<file path="config.mk">
export PLATFORM = sky130hd
export DESIGN_NAME = afs_frame_sync_gen
export DESIGN_NICKNAME = d
export VERILOG_FILES = /design/src/rtl/afs_pkg.sv /design/src/rtl/afs_slot_ctr.sv /design/src/rtl/afs_mode_decode.sv /design/src/rtl/afs_frame_sync_gen.sv
export SDC_FILE = /design/constraint.sdc
export NUM_CORES = 1
export LEC_CHECK = 0
export BUFFER_PORTS_ARGS = -buffer_cell sky130_fd_sc_hd__clkbuf_2
export CORE_AREA = 2 2 39 41
export DETAILED_ROUTE_END_ITERATION = 6
export DIE_AREA = 0 0 41 43
export PLACE_DENSITY = 0.71
export SKIP_CTS_REPAIR_TIMING = 1
export SLEW_MARGIN = 15
export SYNTH_ARGS = -nofsm -noshare
export SYNTH_HDL_FRONTEND = slang
export SYNTH_SLANG_ARGS = --single-unit
</file>
<file path="constraint.sdc">
create_clock -name clk_i -period 2.4 [get_ports clk_i]
set_clock_uncertainty 0.1 [all_clocks]
set_input_delay 0.12 -clock clk_i [delete_from_list [all_inputs] [get_ports clk_i]]
set_output_delay 0.12 -clock clk_i [all_outputs]
set_load 0.05 [all_outputs]
</file>
<file path="src/rtl/afs_pkg.sv">
package afs_pkg;
    parameter int DIV_W = 5;

    typedef struct packed {
        logic             net;
        logic [DIV_W-1:0] ratio;
    } afs_cfg_t;
endpackage

</file>
<file path="src/rtl/afs_slot_ctr.sv">
module afs_slot_ctr #(
    parameter int W = 5
) (
    input  logic         clk_i,
    input  logic         rst_ni,
    input  logic         stb_i,
    input  logic [W-1:0] limit_i,
    input  logic         hold_i,
    output logic [W-1:0] slot_o,
    output logic         wrap_o,
    output logic         fs_o
);
    typedef struct packed {
        logic [W-1:0] slot;
        logic         fs;
    } ctr_t;

    ctr_t ctr_d, ctr_q;
    logic at_limit;

    always_comb begin
        ctr_d    = ctr_q;
        ctr_d.fs = 1'b0;
        at_limit = (ctr_q.slot == limit_i);
        wrap_o   = stb_i && !hold_i && at_limit;
        if (stb_i) begin
            if (hold_i) begin
                ctr_d.slot = '0;
            end else if (at_limit) begin
                ctr_d.slot = '0;
                ctr_d.fs   = 1'b1;
            end else begin
                ctr_d.slot = ctr_q.slot + 1'b1;
            end
        end
    end

    always_ff @(posedge clk_i) begin
        if (!rst_ni) begin
            ctr_q <= '0;
        end else begin
            ctr_q <= ctr_d;
        end
    end

    assign slot_o = ctr_q.slot;
    assign fs_o   = ctr_q.fs;
endmodule

</file>
<file path="src/rtl/afs_mode_decode.sv">
module afs_mode_decode
    import afs_pkg::*;
(
    input  afs_cfg_t         cfg_i,
    input  logic             bit_sync_i,
    input  logic [DIV_W-1:0] slot_i,
    output logic             on_demand_o,
    output logic             cfg_err_o,
    output logic             xfer_en_o
);
    logic ratio_one;

    always_comb begin
        ratio_one   = (cfg_i.ratio == '0);
        on_demand_o = cfg_i.net && ratio_one;
        cfg_err_o   = !cfg_i.net && ratio_one && !bit_sync_i;
        xfer_en_o   = !cfg_i.net && (slot_i == '0);
    end
endmodule

</file>
<file path="src/rtl/afs_frame_sync_gen.sv">
module afs_frame_sync_gen
    import afs_pkg::*;
(
    input  logic             clk_i,
    input  logic             rst_ni,
    input  logic             word_stb_i,
    input  logic [DIV_W-1:0] div_field_i,
    input  logic             net_mode_i,
    input  logic             bit_sync_i,
    output logic             frame_sync_o,
    output logic [DIV_W-1:0] slot_o,
    output logic             on_demand_o,
    output logic             xfer_en_o,
    output logic             cfg_err_o
);
    afs_cfg_t cfg_d, cfg_q, cfg_in;
    logic     wrap;
    logic     boundary;

    afs_slot_ctr #(.W(DIV_W)) ctr_i (
        .clk_i   (clk_i),
        .rst_ni  (rst_ni),
        .stb_i   (word_stb_i),
        .limit_i (cfg_q.ratio),
        .hold_i  (on_demand_o),
        .slot_o  (slot_o),
        .wrap_o  (wrap),
        .fs_o    (frame_sync_o)
    );

    afs_mode_decode dec_i (
        .cfg_i       (cfg_q),
        .bit_sync_i  (bit_sync_i),
        .slot_i      (slot_o),
        .on_demand_o (on_demand_o),
        .cfg_err_o   (cfg_err_o),
        .xfer_en_o   (xfer_en_o)
    );

    always_comb begin
        cfg_in.net   = net_mode_i;
        cfg_in.ratio = div_field_i;
        boundary     = wrap || (word_stb_i && on_demand_o);
        cfg_d        = boundary ? cfg_in : cfg_q;
    end

    always_ff @(posedge clk_i) begin
        if (!rst_ni) begin
            cfg_q <= cfg_in;
        end else begin
            cfg_q <= cfg_d;
        end
    end
endmodule

</file>
==> results of run 1 <==
==> power groups by stage <==
stage / Combinational, mW / Sequential [mW] / Clock, mW
CTS: 0.0681 / 0.238 / 0.136
detailed placement: 0.0680 / 0.243 / 0
floorplan: 0.0393 / 0.251 / 0
global route: 0.0812 / 0.239 / 0.144
finish: 0.0751 / 0.238 / 0.130
global placement: 0.0664 / 0.242 / 0
==> area by class of cell <==
cell class	count	share of cell area, %
Clock buffer	4	3.37
Tap cell	16	2.57
Multi-Input combinational cell	32	34.3
Sequential cell	12	38.5
Inverter	4	1.93
Timing Repair Buffer	24	19.3
==> worst max-delay path by stage <==
stage,from,end
detailed placement,cfg_q[4],cfg_q[0]
finish,cfg_q[4],on_demand_o
floorplan,cfg_q[4],cfg_err_o
CTS,cfg_q[4],on_demand_o
global route,cfg_q[4],cfg_err_o
global placement,cfg_q[4],cfg_q[4]
==> logic make-up (layout without fill, tap and decap cells) <==
kind of cell / after synthesis / after routing / share of synthesized area, %
xor gates and xnor gates: 8 / 8 / 12.0
DFF: 12 / 12 / 51.4
AOI/OAI and AO/OA: 3 / 3 / 7.71
buffers and inverters: 5 / 32 / 3.85
adders and majority gates: 2 / 2 / 4.28
and+or+nand+nor: 18 / 18 / 19.1
muxes: 1 / 1 / 1.71
==> placed cells by master (no fill, tap or decap), types with 2 or more instances in the layout <==
cell	count
inv_1	4
clkbuf_2	18
dlygate4sd3_1	6
nand3_1	2
nand2_1	2
nor2_1	4
dfxtp_1	6
nand4_1	2
nor3_1	2
xor2_1	3
ha_1	2
clkbuf_4	3
edfxtp_1	6
xnor2_1	5
==> metal layers <==
| layer | part of all wire, % | global-route usage, % | vias up |
|---|---|---|---|
| met3 | 4.6 | 4.71 | 2 |
| met5 | 0 | 0 | - |
| met2 | 48 | 18.4 | 17 |
| li1 | - | - | 230 |
| met4 | 2.0 | 6.00 | 0 |
| met1 | 46 | 16.6 | 208 |
==> worst reg2reg max path, stage by stage (launching register included) <==
cell	delay, ns
edfxtp_1	0.42
or4_4	0.59
o41ai_2	0.21
o21bai_4	0.24
==> sequential cells by signal, summed over array words and instances, names as in the netlist <==
signal	flops
ctr_i.slot_o	5
cfg_q	6
ctr_i.fs_o	1
==> run metrics, run 1 <==
outcome=finished clean; Post-Syn Area per Cell=11.9 sq um; Final #Nets=89; peak supply drop=339 uV; Worst Hold Launch=rst_ni; initial antenna violation count=0; hold slack=0.0144 ns; sequential group share of total power=53.6%; CP peak stage delay=0.59 ns; share of the synthesized area in the top cell type=30.8%; HPWL after DPL=803 um; startpoint types=flop; Cells after Synth=49; hold endpoint=ctr_i.fs_o; Post-synth EDFFs=6; Tot Pwr=443 uW; CP endpoint kind=output pin; Post-synth ARST share=0%; WP data arrival=1.75 ns; Num CTS Buffers=3; # DRC=0; clk sink count=12; Least-Margin Pin Slew=0.282 ns; worst slack, placed=0.506 ns; port bufs=18; critical path's slowest cell=or4_4; Antenna Nets Post-Route=0; antenna cells=0; pin count of the biggest net entering global routing=11; final setup vio count=0; Net Sw Frac=27.5%; top cell family by delay on the critical path=simple AND/OR/NAND/NOR gates; Achievable Freq=509 MHz; Leak=0.322 nW; Pwr Density=568 nW/um^2; worst reg2reg path endpoint=cfg_q[2]; root buffer cell=clkbuf_4; RSZ-0062 raised after global routing=no; Synth Warn #=0; GRT Total Usage=12.9%; NetSw=122 uW; CTS tree=done; dpl cell area=693 sq um; CP bufs+invs=1; Design Area, Final=779 sq um; number of cells on the critical path=3; final wirelength=1.11 mm; PnR worst setup slack=0.434 ns; Hold WC Path Type=in2reg; synth top area cells=edfxtp_1 31%, dfxtp_1 21%, xnor2_1 7.5%; worst reg-to-reg path cell count=3; Final Max Slew Viols=0; Sequential Area=300 sq um; final hold vios=0; Post-Place Cells=82; grt ovf=0; Combinational Power Share=17.0%; crit path kind=reg2out; Synth cell types=22; average routed wire per standard cell=12.1 um; synth-to-layout area growth=33.4%; critical path data required time=2.18 ns; final RePlAce weighted congestion=0.695; First DRT Iteration DRCs=6; CP Cell Sequence=or4_4, nor3_4, clkbuf_2; post-synthesis sequential area ratio=51.4%; crit share post-route=81.9%; Post-synth top cells=6 x dfxtp_1, 6 x edfxtp_1, 5 x xnor2_1; worst r2r src=cfg_q[4]; share of cells above drive strength 1=34.2%; via count=457; Worst Path Max Fanout=3; worst hold path depth=3; ys flop type=edfxtp_1; final design utilization=56.3%; Chip Height=43 um; Starting Density=42.2%; worst reg-to-reg setup slack=0.51 ns; H-tree depth=1; first-pass GRT wire length=1.47 mm; Pre-Repair DR Iteration Count=2; die width=41 um; Int Pwr=321 uW; non-filler instance count after layout=92; Clock power frac=29.4%; num rows=14; post-synth top area cell=edfxtp_1; Avg Vias per Cell=4.97; FILL cells=130; setup TNS=0 ns; number of max-cap violations=0; Slew HR=80.9%; worst-skew pair later-pin latency=0.27 ns; Core Region=1380 sq um; Die ar.=1760 sq um; Seq cells post-synth=12; I/O pins=19; clock buffer depth=2; Multi-input gate area=268 sq um; post-route minimum period=1.97 ns; vias in the first global route=357; Cell Area, Synth=584 sq um; clk slew on worst S/H paths=0.08 ns; syn nets=61
(Power assumes the default switching activity.)
==> inputs of run 2 (changes only) <==
--- a/config.mk
+++ b/config.mk
@@ -5,6 +5,7 @@
 export SDC_FILE = /design/constraint.sdc
 export NUM_CORES = 1
 export LEC_CHECK = 0
+export ABC_AREA = 1
 export BUFFER_PORTS_ARGS = -buffer_cell sky130_fd_sc_hd__clkbuf_2
 export CORE_AREA = 2 2 39 41
 export DETAILED_ROUTE_END_ITERATION = 6
==> constraint.sdc (replaced) <==
create_clock -name clk_i -period 2 [get_ports clk_i]
set_clock_uncertainty 0.1 [all_clocks]
set_input_delay 0.1 -clock clk_i [delete_from_list [all_inputs] [get_ports clk_i]]
set_output_delay 0.1 -clock clk_i [all_outputs]
set_load 0.05 [all_outputs]
==> run 2 against run 1 <==
Critical path type unchanged; critical path depth up 2; sequential share of layout area down 0.31 points; register-to-register slack better by 0.02 ns; worst setup slack better by 0.0036 ns; largest cell class unchanged; power up 20%; wire length down 3.0%; first-iteration DRC count down 33%; sequential power up 19%.
==> run metrics, run 2 <==
clk slew on worst S/H paths=0.06 ns (was 0.08 ns); peak supply drop=397 uV (was 339 uV); Worst Path Max Fanout=6 (was 3); WP data arrival=1.36 ns (was 1.75 ns); HPWL after DPL=821 um (was 803 um); root buffer cell=clkbuf_4 (unchanged); Reg with most FFs=cfg_q (unchanged); Cell Area, Synth=592 sq um (was 584 sq um); critical path data required time=1.80 ns (was 2.18 ns); vias in the first global route=386 (was 357); die width=41 um (unchanged); FILL cells=136 (was 130); RSZ-0062 raised after global routing=no (unchanged); First DRT Iteration DRCs=4 (was 6); leading cell type in the layout, fill and taps excluded=clkbuf_2 (unchanged); top sig layer=met4 (unchanged); GRT Total Usage=13.5% (was 12.9%); clk sink count=12 (unchanged); Worst Hold Launch=rst_ni (unchanged); Cells after Synth=62 (was 49); Synth Warn #=0 (unchanged); CP peak stage delay=0.45 ns (was 0.59 ns); final RePlAce weighted congestion=0.714 (was 0.695); first-pass GRT wire length=1.52 mm (was 1.47 mm); share of cells above drive strength 1=33.7% (was 34.2%); post-synthesis sequential area ratio=50.7% (was 51.4%); CP bufs+invs=2 (was 1); synth top area cells=edfxtp_1 30%, dfxtp_1 20%, xnor2_1 7.4% (was edfxtp_1 31%, dfxtp_1 21%, xnor2_1 7.5%); Worst Setup SP=ctr_i.slot_o[0] (was cfg_q[4]); post-synth top area cell=edfxtp_1 (unchanged); Least-Margin Pin Slew=0.282 ns (about the same); Slew HR=81.3% (was 80.9%); pin count of the biggest net entering global routing=12 (was 11); Post-synth EDFFs=6 (unchanged); critical path's slowest cell=dfxtp_1 (was or4_4); non-filler instance count after layout=105 (was 92); Post-synth ARST share=0% (unchanged); # DRC=0 (unchanged); worst r2r src=cfg_q[3] (was cfg_q[4]); metal2 WL=543 um (was 529 um); Post-Syn Area per Cell=9.55 sq um (was 11.9 sq um); Synth cell types=20 (was 22); startpoint types=flop (unchanged); met3 WL=48 um (was 51 um); top cell family by delay on the critical path=flip-flops (was simple AND/OR/NAND/NOR gates); setup TNS=0 ns (unchanged); Pre-Repair DR Iteration Count=3 (was 2); Avg Vias per Cell=4.44 (was 4.97); worst-skew pair later-pin latency=0.27 ns (about the same); crit path kind=reg2out (unchanged); average routed wire per standard cell=10.2 um (was 12.1 um); number of max-cap violations=0 (unchanged); CP endpoint kind=output pin (unchanged); CP Cell Sequence=inv_1, ha_1, nand3_1, nor3_2, clkbuf_2 (was or4_4, nor3_4, clkbuf_2); syn nets=74 (was 61); met1 wire length=469 um (was 507 um); Num CTS Buffers=3 (unchanged); final hold vios=0 (unchanged); clock buffer depth=2 (unchanged); grt ovf=0 (unchanged); share of the synthesized area in the top cell type=30.4% (was 30.8%); num rows=14 (unchanged); ys flop type=edfxtp_1 (unchanged); antenna cells=0 (unchanged); synth-to-layout area growth=32.8% (was 33.4%); Pwr Density=679 nW/um^2 (was 568 nW/um^2); Core Region=1380 sq um (unchanged); Final Max Slew Viols=0 (unchanged); Starting Density=42.8% (was 42.2%); Post-Place Cells=95 (was 82); Final #Nets=102 (was 89); Hold WC Path Type=in2reg (unchanged); Antenna Nets Post-Route=0 (unchanged); outcome=finished clean (unchanged); initial antenna violation count=0 (unchanged); via count=466 (was 457); max FFs per register=6 (unchanged); Chip Height=43 um (unchanged); commonest cells after routing, fill and taps aside=18 x clkbuf_2, 10 x nand2_1, 8 x nor2_1 (was 18 x clkbuf_2, 6 x edfxtp_1, 6 x dfxtp_1, 6 x dlygate4sd3_1, 5 x xnor2_1); CTS tree=done (unchanged); crit share post-route=78.1%; Achievable Freq=640 MHz; final setup vio count=0 (unchanged); port bufs=18 (unchanged); Post-synth top cells=10 x nand2_1, 8 x nor2_1, 6 x dfxtp_1, 6 x edfxtp_1, 6 x inv_1 (was 6 x dfxtp_1, 6 x edfxtp_1, 5 x xnor2_1); most instantiated library cell after synthesis=nand2_1; I/O pins=19 (unchanged); Seq cells post-synth=12 (unchanged); Die ar.=1760 sq um (unchanged); Leak=0.345 nW (was 0.322 nW); final wirelength=1.08 mm (was 1.11 mm); post-route minimum period=1.56 ns; H-tree depth=1 (unchanged)
## run 2: cell count changes in the layout (fill, tap and decap cells not counted), moves of 2 or more
cell,before,now
nand2_1,2,10
inv_1,4,6
inv_2,0,2
nor2_2,0,2
nor2_1,4,8
## run 2: area by class of cell
cell class / count / area (sq um) / share of cell area, %
Sequential cell: 12 / 300 / 38.2
Clock buffer: 4 / 26.3 / 3.34
Inverter: 8 / 30.0 / 3.82
Tap cell: 16 / 20.0 / 2.55
Timing Repair Buffer: 24 / 150 / 19.1
Multi-Input combinational cell: 41 / 259 / 33.0
## run 2: cells by family (layout without fill, tap and decap cells)
group,after synthesis,in the layout,share of synthesized area (%)
flops,12,12,50.7
buf+inv,9,36,6.34
xor+xnor,7,7,10.4
compound gates,1,1,0.845
simple gates,31,31,27.5
fa+ha+maj,2,2,4.23
## run 2: power breakdown
group | internal [mW] | total [mW] | switching, mW
combinational | 0.0380 | 0.0968 | 0.0588
sequential | 0.271 | 0.284 | 0.0130
clock | 0.0771 | 0.152 | 0.0753
## run 2: final timing paths
kind	endpoint	slack [ns]	cells past startpoint
worst min-delay path	ctr_i.fs_o	0.006	3
worst min register to register	ctr_i.slot_o[3]	0.50	2
worst max-delay path	xfer_en_o	0.44	5
worst max register to register	cfg_q[1]	0.53	7
## run 2: metrics by stage
stage | hold slack, ns | utilization, % | setup slack (ns) | power, mW | instance area [sq um]
global route | 0.0110 | 56.8 | 0.317 | 0.561 | 786
global placement | 0.180 | 50.5 | 0.574 | 0.377 | 699
finish | 0.00561 | 56.8 | 0.438 | 0.534 | 786
floorplan | 0.0989 | - | 0.114 | 0.354 | 597
detailed placement | 0.179 | 50.5 | 0.542 | 0.379 | 699
CTS | -0.107 | 52.4 | 0.413 | 0.531 | 726
## run 2: tightest hold or removal path: stages
cell	delay [ns]
clkbuf_2	0.11
nand2_1	0.07
nor4_1	0.04
## run 2: metal layers
layer | up-vias | GRT usage, %
met5 | - | 0
met4 | 0 | 12.0
met3 | 2 | 3.14
met2 | 12 | 19.7
met1 | 202 | 15.3
li1 | 250 | -
==> inputs of run 3 (changes only) <==
==> constraint.sdc (replaced) <==
create_clock -name clk_i -period 1.6 [get_ports clk_i]
set_clock_uncertainty 0.1 [all_clocks]
set_input_delay 0.08 -clock clk_i [delete_from_list [all_inputs] [get_ports clk_i]]
set_output_delay 0.08 -clock clk_i [all_outputs]
set_load 0.05 [all_outputs]
==> run 3 against run 2 <==
Global-route usage grew 0.87 points; first-iteration DRC count shrank 25%; non-clock buffer count grew 1; worst setup slack lost 0.36 ns; flip-flop and latch count is the same; critical path depth shrank 1; cell count grew 0.95%; critical endpoint is now on_demand_o; combinational power grew 31%; via count shrank 0.43%; count of clock-buffer cells in the layout is the same; wire length shrank 0.84%.
==> run metrics, run 3 (synthesized netlist as in run 2, its figures left out) <==
peak supply drop=457 uV (was 397 uV); crit path kind=reg2out (unchanged); startpoint types=flop (unchanged); port bufs=18 (unchanged); Num CTS Buffers=3 (unchanged); CTS tree=done (unchanged); Least-Margin Pin Slew=0.277 ns (was 0.282 ns); Worst Hold Launch=word_stb_i (was rst_ni); max FFs per register=6 (unchanged); antenna cells=0 (unchanged); HPWL after DPL=795 um (was 821 um); clk sink count=12 (unchanged); Design Area, Final=826 sq um (was 786 sq um); setup TNS=0 ns (unchanged); outcome=finished clean (unchanged); RSZ-0062 raised after global routing=no (unchanged); WP data arrival=1.34 ns (was 1.36 ns); clk slew on worst S/H paths=0.07 ns (was 0.06 ns); Multi-input gate area=267 sq um (was 259 sq um); commonest cells after routing, fill and taps aside=15 x clkbuf_2, 9 x nand2_1, 8 x nor2_1 (was 18 x clkbuf_2, 10 x nand2_1, 8 x nor2_1); leading cell type in the layout, fill and taps excluded=clkbuf_2 (unchanged); post-route minimum period=1.52 ns; critical path data required time=1.42 ns (was 1.80 ns); FILL cells=120 (was 136); Sequential Area=304 sq um (was 300 sq um); root buffer cell=clkbuf_4 (unchanged); worst reg2reg path endpoint=cfg_q[3] (was cfg_q[1]); Tot Pwr=726 uW (was 534 uW); Chip Height=43 um (unchanged); initial antenna violation count=0 (unchanged); final RePlAce weighted congestion=0.707 (was 0.714); worst reg-to-reg setup slack=0.10 ns (was 0.53 ns); crit share post-route=95.1%; Pre-Repair DR Iteration Count=4 (was 3); num rows=14 (unchanged); Worst Path Max Fanout=4 (was 6); CP endpoint kind=output pin (unchanged); final wirelength=1.07 mm (was 1.08 mm); worst-skew pair later-pin latency=0.28 ns (was 0.27 ns); Core Region=1380 sq um (unchanged); vias in the first global route=393 (was 386); share of cells above drive strength 1=40.0% (was 33.7%); final setup vio count=0 (unchanged); Starting Density=42.8% (unchanged); via count=464 (was 466); Final #Nets=103 (was 102); Die ar.=1760 sq um (unchanged); synth-to-layout area growth=39.5% (was 32.8%); Achievable Freq=657 MHz; Slew HR=81.6% (was 81.3%); # DRC=0 (unchanged); pin count of the biggest net entering global routing=12 (unchanged); die width=41 um (unchanged); grt ovf=0 (unchanged); I/O pins=19 (unchanged); final hold vios=0 (unchanged); Hold WC Path Type=in2reg (unchanged); clock buffer depth=2 (unchanged); dpl cell area=711 sq um (was 699 sq um); Antenna Nets Post-Route=0 (unchanged); Avg Vias per Cell=4.38 (was 4.44); average routed wire per standard cell=10.1 um (was 10.2 um); Final Max Slew Viols=0 (unchanged); number of max-cap violations=0 (unchanged); Leak=0.361 nW (was 0.345 nW); worst reg-to-reg path cell count=6 (was 7); Reg with most FFs=cfg_q (unchanged); Pwr Density=880 nW/um^2 (was 679 nW/um^2); worst r2r src=cfg_q[1] (was cfg_q[3]); H-tree depth=1 (unchanged); hold endpoint=ctr_i.fs_o (unchanged); worst hold path depth=3 (unchanged); GRT Total Usage=14.4% (was 13.5%); first-pass GRT wire length=1.64 mm (was 1.52 mm); First DRT Iteration DRCs=3 (was 4)
run 3: how the worst max path moves through the flow:
stage / start / endpoint / slack [ns] / depth (start not counted)
2_1_floorplan: ctr_i.slot_o[1] / xfer_en_o / -0.05 / 4
3_3_place_gp: cfg_q[1] / cfg_q[3] / 0.10 / 6
3_5_place_dp: cfg_q[1] / cfg_q[2] / 0.09 / 6
4_1_cts: cfg_q[1] / on_demand_o / -0.02 / 4
5_1_grt: cfg_q[1] / cfg_err_o / 0.001 / 4
6_report: cfg_q[1] / on_demand_o / 0.08 / 4
run 3: power by group:
part / internal (mW) / switching, mW / total [mW]
Clock: 0.139 / 0.105 / 0.243
Combinational: 0.0529 / 0.0743 / 0.127
Sequential: 0.340 / 0.0158 / 0.356
run 3: per-stage QoR:
step	utilization (%)	cells	hold WS [ns]	setup slack [ns]
CTS	54.0	99	-0.133	-0.0166
floorplan	-	62	0.0789	-0.0543
finish	59.7	106	0.0240	0.0790
detailed placement	51.4	95	0.159	0.0914
global route	59.7	106	0.0426	0.00108
global placement	51.4	95	0.157	0.102
run 3: metal layers:
metal	wire [um]	vias to the layer above	GRT usage, %
met5	0	-	0
met4	19	0	8.00
met3	66	3	6.28
met2	503	16	20.0
met1	478	194	17.9
li1	-	251	-
run 3: cell type report:
cell class	instances	area share, %
Sequential cell	12	36.8
Multi-Input combinational cell	41	32.3
Inverter	8	3.64
Tap cell	16	2.42
Timing Repair Buffer	25	20.5
Clock buffer	4	4.39
run 3: critical path, stage by stage, from the launching register on:
cell and delay, ns:
edfxtp_1 0.42, nor2_2 0.14, nand3_2 0.12, nor2_4 0.16, buf_4 0.22
